--- src/rtl/jtag_probe_pkg.sv ---
package jtag_probe_pkg;

  // Strobes from the control to the datapath, one system clock wide each.
  typedef struct packed {
    logic launch;  // run accepted, load cycle 0 pin values
    logic rise;    // TCK goes high at this edge, sample TDO
    logic fall;    // TCK goes low at this edge, move to next cycle
    logic last;    // current cycle is the final one of the run
  } probe_stb_t;

  // Preamble: reset run, one idle, two select, two capture/shift entry.
  function automatic int runLength(input int resetCyc, input int sigW, input int bypassCyc);
    return resetCyc + 5 + sigW + bypassCyc + 1;
  endfunction

endpackage

--- src/rtl/jtag_probe_ctrl.sv ---
module jtag_probe_ctrl
  import jtag_probe_pkg::*;
#(
  parameter int DIV_W     = 8,
  parameter int TOTAL_CYC = 283,
  parameter int CYC_W     = 9
) (
  input  logic             clk,
  input  logic             rstN,
  input  logic             start,
  input  logic [DIV_W-1:0] divSel,
  output logic             tck,
  output logic             done,
  output probe_stb_t       stb,
  output logic [CYC_W-1:0] cycIdx
);

  localparam logic [CYC_W-1:0] LAST_IDX = CYC_W'(TOTAL_CYC - 1);

  logic             busy;
  logic [DIV_W-1:0] divHold;
  logic [DIV_W-1:0] halfCnt;
  logic             halfHit;

  assign halfHit = busy && (halfCnt == divHold);

  always_comb begin
    stb.launch = !busy && start;
    stb.rise   = halfHit && !tck;
    stb.fall   = halfHit && tck;
    stb.last   = (cycIdx == LAST_IDX);
  end

  always_ff @(posedge clk or negedge rstN) begin
    if (!rstN) begin
      busy    <= 1'b0;
      divHold <= '0;
      halfCnt <= '0;
      cycIdx  <= '0;
      tck     <= 1'b0;
      done    <= 1'b0;
    end else begin
      done <= 1'b0;
      if (!busy) begin
        if (start) begin
          busy    <= 1'b1;
          divHold <= divSel;
          halfCnt <= '0;
          cycIdx  <= '0;
          tck     <= 1'b0;
        end
      end else if (halfHit) begin
        halfCnt <= '0;
        tck     <= ~tck;
        if (tck) begin
          if (stb.last) begin
            busy <= 1'b0;
            done <= 1'b1;
          end else begin
            cycIdx <= cycIdx + 1'b1;
          end
        end
      end else begin
        halfCnt <= halfCnt + 1'b1;
      end
    end
  end

endmodule

--- src/rtl/jtag_probe_pattern.sv ---
module jtag_probe_pattern #(
  parameter int              SIG_W      = 32,
  parameter logic [SIG_W-1:0] SIG_WORD  = 32'h05253000,
  parameter int              RESET_CYC  = 5,
  parameter int              BYPASS_CYC = 240,
  parameter int              CYC_W      = 9
) (
  input  logic [CYC_W-1:0] idx,
  output logic             tmsNext,
  output logic             tdiNext
);

  localparam int IDLE_AT = RESET_CYC;
  localparam int SEL_AT  = RESET_CYC + 1;
  localparam int CAP_AT  = RESET_CYC + 3;
  localparam int SIG_AT  = RESET_CYC + 5;
  localparam int BYP_AT  = SIG_AT + SIG_W;
  localparam int EXIT_AT = BYP_AT + BYPASS_CYC - 1;
  localparam int SIG_IW  = (SIG_W > 1) ? $clog2(SIG_W) : 1;

  logic [SIG_IW-1:0] sigOff;
  assign sigOff = SIG_IW'(idx - CYC_W'(SIG_AT));

  always_comb begin
    tmsNext = 1'b1;
    tdiNext = 1'b0;
    if (idx < CYC_W'(IDLE_AT)) begin
      tmsNext = 1'b1;                 // hold reset
    end else if (idx < CYC_W'(SEL_AT)) begin
      tmsNext = 1'b0;                 // run-test/idle
    end else if (idx < CYC_W'(CAP_AT)) begin
      tmsNext = 1'b1;                 // select-DR, select-IR
    end else if (idx < CYC_W'(SIG_AT)) begin
      tmsNext = 1'b0;                 // capture-IR, shift-IR
    end else if (idx < CYC_W'(BYP_AT)) begin
      tmsNext = 1'b0;
      tdiNext = SIG_WORD[sigOff];     // marker, LSB first
    end else if (idx < CYC_W'(EXIT_AT)) begin
      tmsNext = 1'b0;
      tdiNext = 1'b1;                 // bypass fill
    end else if (idx == CYC_W'(EXIT_AT)) begin
      tmsNext = 1'b1;                 // last fill bit, leave shift
      tdiNext = 1'b1;
    end else begin
      tmsNext = 1'b1;                 // to update-IR
      tdiNext = 1'b0;
    end
  end

endmodule

--- src/rtl/jtag_probe_dp.sv ---
module jtag_probe_dp
  import jtag_probe_pkg::*;
#(
  parameter int               SIG_W      = 32,
  parameter logic [SIG_W-1:0] SIG_WORD   = 32'h05253000,
  parameter int               RESET_CYC  = 5,
  parameter int               BYPASS_CYC = 240,
  parameter int               CYC_W      = 9,
  parameter int               LEN_W      = 8
) (
  input  logic             clk,
  input  logic             rstN,
  input  probe_stb_t       stb,
  input  logic [CYC_W-1:0] cycIdx,
  input  logic             tdo,
  output logic             tms,
  output logic             tdi,
  output logic             found,
  output logic [LEN_W-1:0] irLength
);

  localparam int SIG_AT   = RESET_CYC + 5;
  localparam int EXIT_AT  = SIG_AT + SIG_W + BYPASS_CYC - 1;
  localparam int MATCH_AT = SIG_AT + SIG_W - 1;

  logic [CYC_W-1:0] patIdx;
  logic             tmsNext;
  logic             tdiNext;
  logic [SIG_W-1:0] capShift;
  logic [SIG_W-1:0] nextShift;
  logic             inShift;
  logic             hit;

  assign patIdx = stb.launch ? '0 : cycIdx + 1'b1;

  jtag_probe_pattern #(
    .SIG_W(SIG_W), .SIG_WORD(SIG_WORD), .RESET_CYC(RESET_CYC),
    .BYPASS_CYC(BYPASS_CYC), .CYC_W(CYC_W)
  ) u_pattern (
    .idx(patIdx), .tmsNext(tmsNext), .tdiNext(tdiNext)
  );

  assign inShift   = (cycIdx >= CYC_W'(SIG_AT)) && (cycIdx <= CYC_W'(EXIT_AT));
  assign nextShift = {tdo, capShift[SIG_W-1:1]};
  assign hit       = stb.rise && inShift && !found
                   && (cycIdx >= CYC_W'(MATCH_AT)) && (nextShift == SIG_WORD);

  // pin drive: load only while TCK is low
  always_ff @(posedge clk or negedge rstN) begin
    if (!rstN) begin
      tms <= 1'b1;
      tdi <= 1'b0;
    end else if (stb.launch || (stb.fall && !stb.last)) begin
      tms <= tmsNext;
      tdi <= tdiNext;
    end
  end

  // returned-stream capture and marker search
  always_ff @(posedge clk or negedge rstN) begin
    if (!rstN) begin
      capShift <= '0;
      found    <= 1'b0;
      irLength <= '0;
    end else if (stb.launch) begin
      capShift <= '0;
      found    <= 1'b0;
      irLength <= '0;
    end else begin
      if (stb.rise && inShift) capShift <= nextShift;
      if (hit) begin
        found    <= 1'b1;
        irLength <= LEN_W'(cycIdx - CYC_W'(MATCH_AT));
      end
    end
  end

endmodule

--- src/rtl/jtag_ir_probe.sv ---
module jtag_ir_probe
  import jtag_probe_pkg::*;
#(
  parameter int               DIV_W      = 8,
  parameter int               SIG_W      = 32,
  parameter logic [SIG_W-1:0] SIG_WORD   = 32'h05253000,
  parameter int               RESET_CYC  = 5,
  parameter int               BYPASS_CYC = 240,
  localparam int              TOTAL_CYC  = runLength(RESET_CYC, SIG_W, BYPASS_CYC),
  localparam int              CYC_W      = $clog2(TOTAL_CYC + 1),
  localparam int              LEN_W      = $clog2(BYPASS_CYC + 1)
) (
  input  logic             clk,
  input  logic             rstN,
  input  logic             start,
  input  logic [DIV_W-1:0] divSel,
  input  logic             tdo,
  output logic             tck,
  output logic             tms,
  output logic             tdi,
  output logic             done,
  output logic             found,
  output logic [LEN_W-1:0] irLength
);

  probe_stb_t       stb;
  logic [CYC_W-1:0] cycIdx;

  jtag_probe_ctrl #(
    .DIV_W(DIV_W), .TOTAL_CYC(TOTAL_CYC), .CYC_W(CYC_W)
  ) u_ctrl (
    .clk(clk), .rstN(rstN), .start(start), .divSel(divSel),
    .tck(tck), .done(done), .stb(stb), .cycIdx(cycIdx)
  );

  jtag_probe_dp #(
    .SIG_W(SIG_W), .SIG_WORD(SIG_WORD), .RESET_CYC(RESET_CYC),
    .BYPASS_CYC(BYPASS_CYC), .CYC_W(CYC_W), .LEN_W(LEN_W)
  ) u_dp (
    .clk(clk), .rstN(rstN), .stb(stb), .cycIdx(cycIdx), .tdo(tdo),
    .tms(tms), .tdi(tdi), .found(found), .irLength(irLength)
  );

endmodule

--- config.mk ---
export PLATFORM = sky130hd
export DESIGN_NAME = jtag_ir_probe
export DESIGN_NICKNAME = d
export VERILOG_FILES = /design/src/rtl/jtag_probe_pkg.sv /design/src/rtl/jtag_probe_ctrl.sv /design/src/rtl/jtag_probe_pattern.sv /design/src/rtl/jtag_probe_dp.sv /design/src/rtl/jtag_ir_probe.sv
export SDC_FILE = /design/constraint.sdc
export NUM_CORES = 1
export LEC_CHECK = 0
export ABC_AREA = 1
export BUFFER_PORTS_ARGS = -buffer_cell sky130_fd_sc_hd__buf_2
export CAP_MARGIN = 30
export CORE_UTILIZATION = 40
export CTS_CLUSTER_DIAMETER = 120
export CTS_CLUSTER_SIZE = 28
export DETAILED_ROUTE_END_ITERATION = 10
export GPL_TIMING_DRIVEN = 0
export PLACE_DENSITY = 0.58
export SYNTH_ARGS = -nofsm -noshare
export SYNTH_HDL_FRONTEND = slang
export SYNTH_HIERARCHICAL = 1
export SYNTH_SLANG_ARGS = --single-unit
--- constraint.sdc ---
create_clock -name clk -period 5.9 [get_ports clk]
set_input_delay 0.295 -clock clk [delete_from_list [all_inputs] [get_ports clk]]
set_output_delay 0.295 -clock clk [all_outputs]
set_load 0.02 [all_outputs]
==> results.toml <==
[cts]
cts-root-buf = "clkbuf_8"
hold_buffers = 0
ctsResizeCount = 0
clock-sinks = 70
numCtsBuffers = 9
cts.path.max_buffers = 2
cts_setup_buffers = 0
clock_latency_ns = 0.35
cts_tree = "yes"
clk_pin_slew_ns = 0.08
htreeDepth = 3

[route]
wl_um = 9070
drt_pre_antenna_iters = 5
vias_per_cell = 4.89
antenna_left = 0
routed-via-count = 3621
wl_met1_um = 4470
wl_per_cell_um = 12.3
dr_wl_met2_um = 4220
top_layer_used = "met4"
drt_iter0_drc = 194
wl_met3_um = 294
drc = 0

[timing]
slew_headroom = 0.422
fmax_ghz = 0.302
period_needed_ns = 3.31
rsz0062_at_grt = "false"
period_share = 0.560
slew_violations = 0
finClkSkew_ns = 0.0116
tns_ns = 0
hold_viol = 0
worst_pin_slew_ns = 0.868
setup_viol = 0

[synth]
synth_area_leader_cell = "dfrtp_1"
synth_top_family_by_area = "simple AND/OR/NAND/NOR gates"
async_reset_ff_frac = 1.00
synth_compound_area_frac = 0.0830
seq_area_frac_synth = 0.414
synth_edf_count = 0
synth-xor-area-share = 0.0313
netlist_area_mm2 = 0.00423
synth_fa_ha_area_frac = 0.0355
muxShareOfSynthArea = 0.00532
avgSynthCellArea_um2 = 7.51
synth_cell_types = 33
synth_nets = 588
ys_warn_count = 6
yosysTopAreaCellShare = 0.408
synth.most_common_cell = "nand2_1"
syn-instance-count = 564
synth_seq_cells = 70
synth_simple_gate_area_frac = 0.338
synthFlopType = "dfrtp_1"
synthTopCellsByArea = "dfrtp_1 41%, nand2_1 13%, nand3_1 8.0%"
synth_common_cells = "143 x nand2_1, 69 x dfrtp_1, 68 x nand3_1"

[job]
maxCapViolations = 0

[worst_setup_path]
crit_slowest_cell = "clkbuf_1"
critPathRequiredTime_ns = 6.13
cp.arrival_ns = 3.54
setup.worst_path.start = "u_ctrl/busy"
critPathLaunchType = "register"
cp_cell_sequence = "buf_6 -> nor2_1 -> buf_2 -> clkbuf_1 -> inv_2 -> clkbuf_1 -> o21ai_0 -> a21oi_1 -> buf_6 -> a21oi_1 -> nand2_1 -> nand2_1 -> nand2_1 -> nor2_1 -> nor2_1 -> mux2_2"
slowest_delay_ns = 0.44
end_kind = "register"
crit_type = "reg -> reg"
path_max_fanout = 10
r2r_start = "u_ctrl/busy"

[final_layout]
syn_to_final_growth_pct = 11.6
drive_above_1_share = 0.149
final_nets = 623
antenna_cells = 0

[floorplan]
die_area_mm2 = 0.0110
start_util = 0.412
core_region_area_mm2 = 0.0103
core.rowCount = 37
die_h_um = 105
die_width_um = 105
floorplan.io_pins = 25

[global_route]
grt_pass1_wl_um = 16400
grt_pass1_vias = 3576
grt_usage = 0.184
overflow = 0
antenna_found_initial = 0
grt_max_degree = 71

[power]
p_leak_uw = 0.00240
power_uw = 1370
vdd_ir_drop_max_uv = 186
p_per_area_mw_per_mm2 = 290

[placed_design]
portBuffers = 24
finalWeightedCongestion = 0.834
hpwl_um = 6500

[worst_hold_path]
hold_path_class = "in -> async"

[status]
outcome = "finished, final reports clean"
-- path summary, 6_finish.rpt --
| check | slack (ns) | depth (start not counted) | endpoint |
|---|---|---|---|
| setup / recovery | 2.59 | 16 | u_dp/tdi |
| hold / removal | 0.06 | 1 | u_dp/capShift[4] |
| setup reg to reg | 2.59 | 16 | u_dp/tdi |
| hold reg to reg | 0.50 | 2 | u_ctrl/divHold[2] |
| max in group asynchronous | 5.27 | 1 | u_ctrl/cycIdx[8] |
| min in group clk | 0.14 | 3 | u_ctrl/divHold[2] |
-- power breakdown --
part | internal, uW | switching, uW
Sequential | 530 | 59.4
Combinational | 152 | 237
Clock | 198 | 192
-- cell families (layout without fill, tap and decap cells) --
| logic type | Yosys count | in the layout |
|---|---|---|
| adder cells (fa/ha/maj) | 12 | 12 |
| buffers and inverters | 93 | 133 |
| flip-flops | 70 | 70 |
| AO/OA/AOI/OAI | 68 | 68 |
| multiplexers | 2 | 2 |
| XOR/XNOR | 13 | 13 |
| AND/OR/NAND/NOR | 306 | 306 |
-- worst max-delay path, delay by kind of cell, from the launching register on --
family / cells / cell delay, ns
buffers and inverters: 6 / 1.53
multiplexers: 1 / 0.25
AO/OA/AOI/OAI: 3 / 0.44
AND/OR/NAND/NOR: 6 / 0.58
flip-flops: 1 / 0.38
-- final cells by class --
type | count | area (um^2)
fill | 1070 | 5550
multi-input combinational | 401 | 2090
sequential | 70 | 1750
inverter | 74 | 278
tap | 136 | 170
clock buffer | 10 | 128
timing repair buffer | 24 | 123
buffer | 19 | 115
clock inverter | 6 | 70.1
-- per-stage QoR --
step | area [um^2] | util | instances | setup WS [ns] | hold WS (ns)
final | 4720 | 0.460 | 740 | 2.59 | 0.0557
after global routing | 4720 | 0.460 | 740 | 2.34 | 0.130
after CTS | 4720 | 0.460 | 740 | 2.60 | 0.0987
after detailed placement | 4530 | 0.440 | 724 | 2.58 | 0.482
after global placement | 4520 | 0.440 | 724 | 2.65 | 0.483
after floorplan | 4230 | - | 564 | 3.36 | -0.000591
-- cell usage in the layout, fill, tap and decap left out, types with 7 or more instances in the layout --
cell type	instances
nand3_1	68
dfrtp_1	69
buf_2	28
inv_1	63
nor3_1	11
inv_2	10
nor2_1	45
a21oi_1	23
nand2_1	143
nand2_2	7
clkbuf_8	9
nand4_1	12
ha_1	12
o21ai_0	39
-- sequential cells by signal, indices dropped and copies added (netlist names) --
name / flops
u_dp/found: 1
u_dp/tms: 1
u_dp/capShift: 31
u_ctrl/done: 1
u_ctrl/halfCnt: 8
u_dp/irLength: 8
u_ctrl/busy: 1
u_ctrl/tck: 1
u_dp/tdi: 1
u_ctrl/divHold: 8
u_ctrl/cycIdx: 9
-- per-layer routing --
metal	up-vias	GRT usage
met4	0	0.0382
met2	58	0.307
met5	-	0
met1	1672	0.245
li1	1882	-
met3	9	0.0424
(Power assumes the default switching activity.)
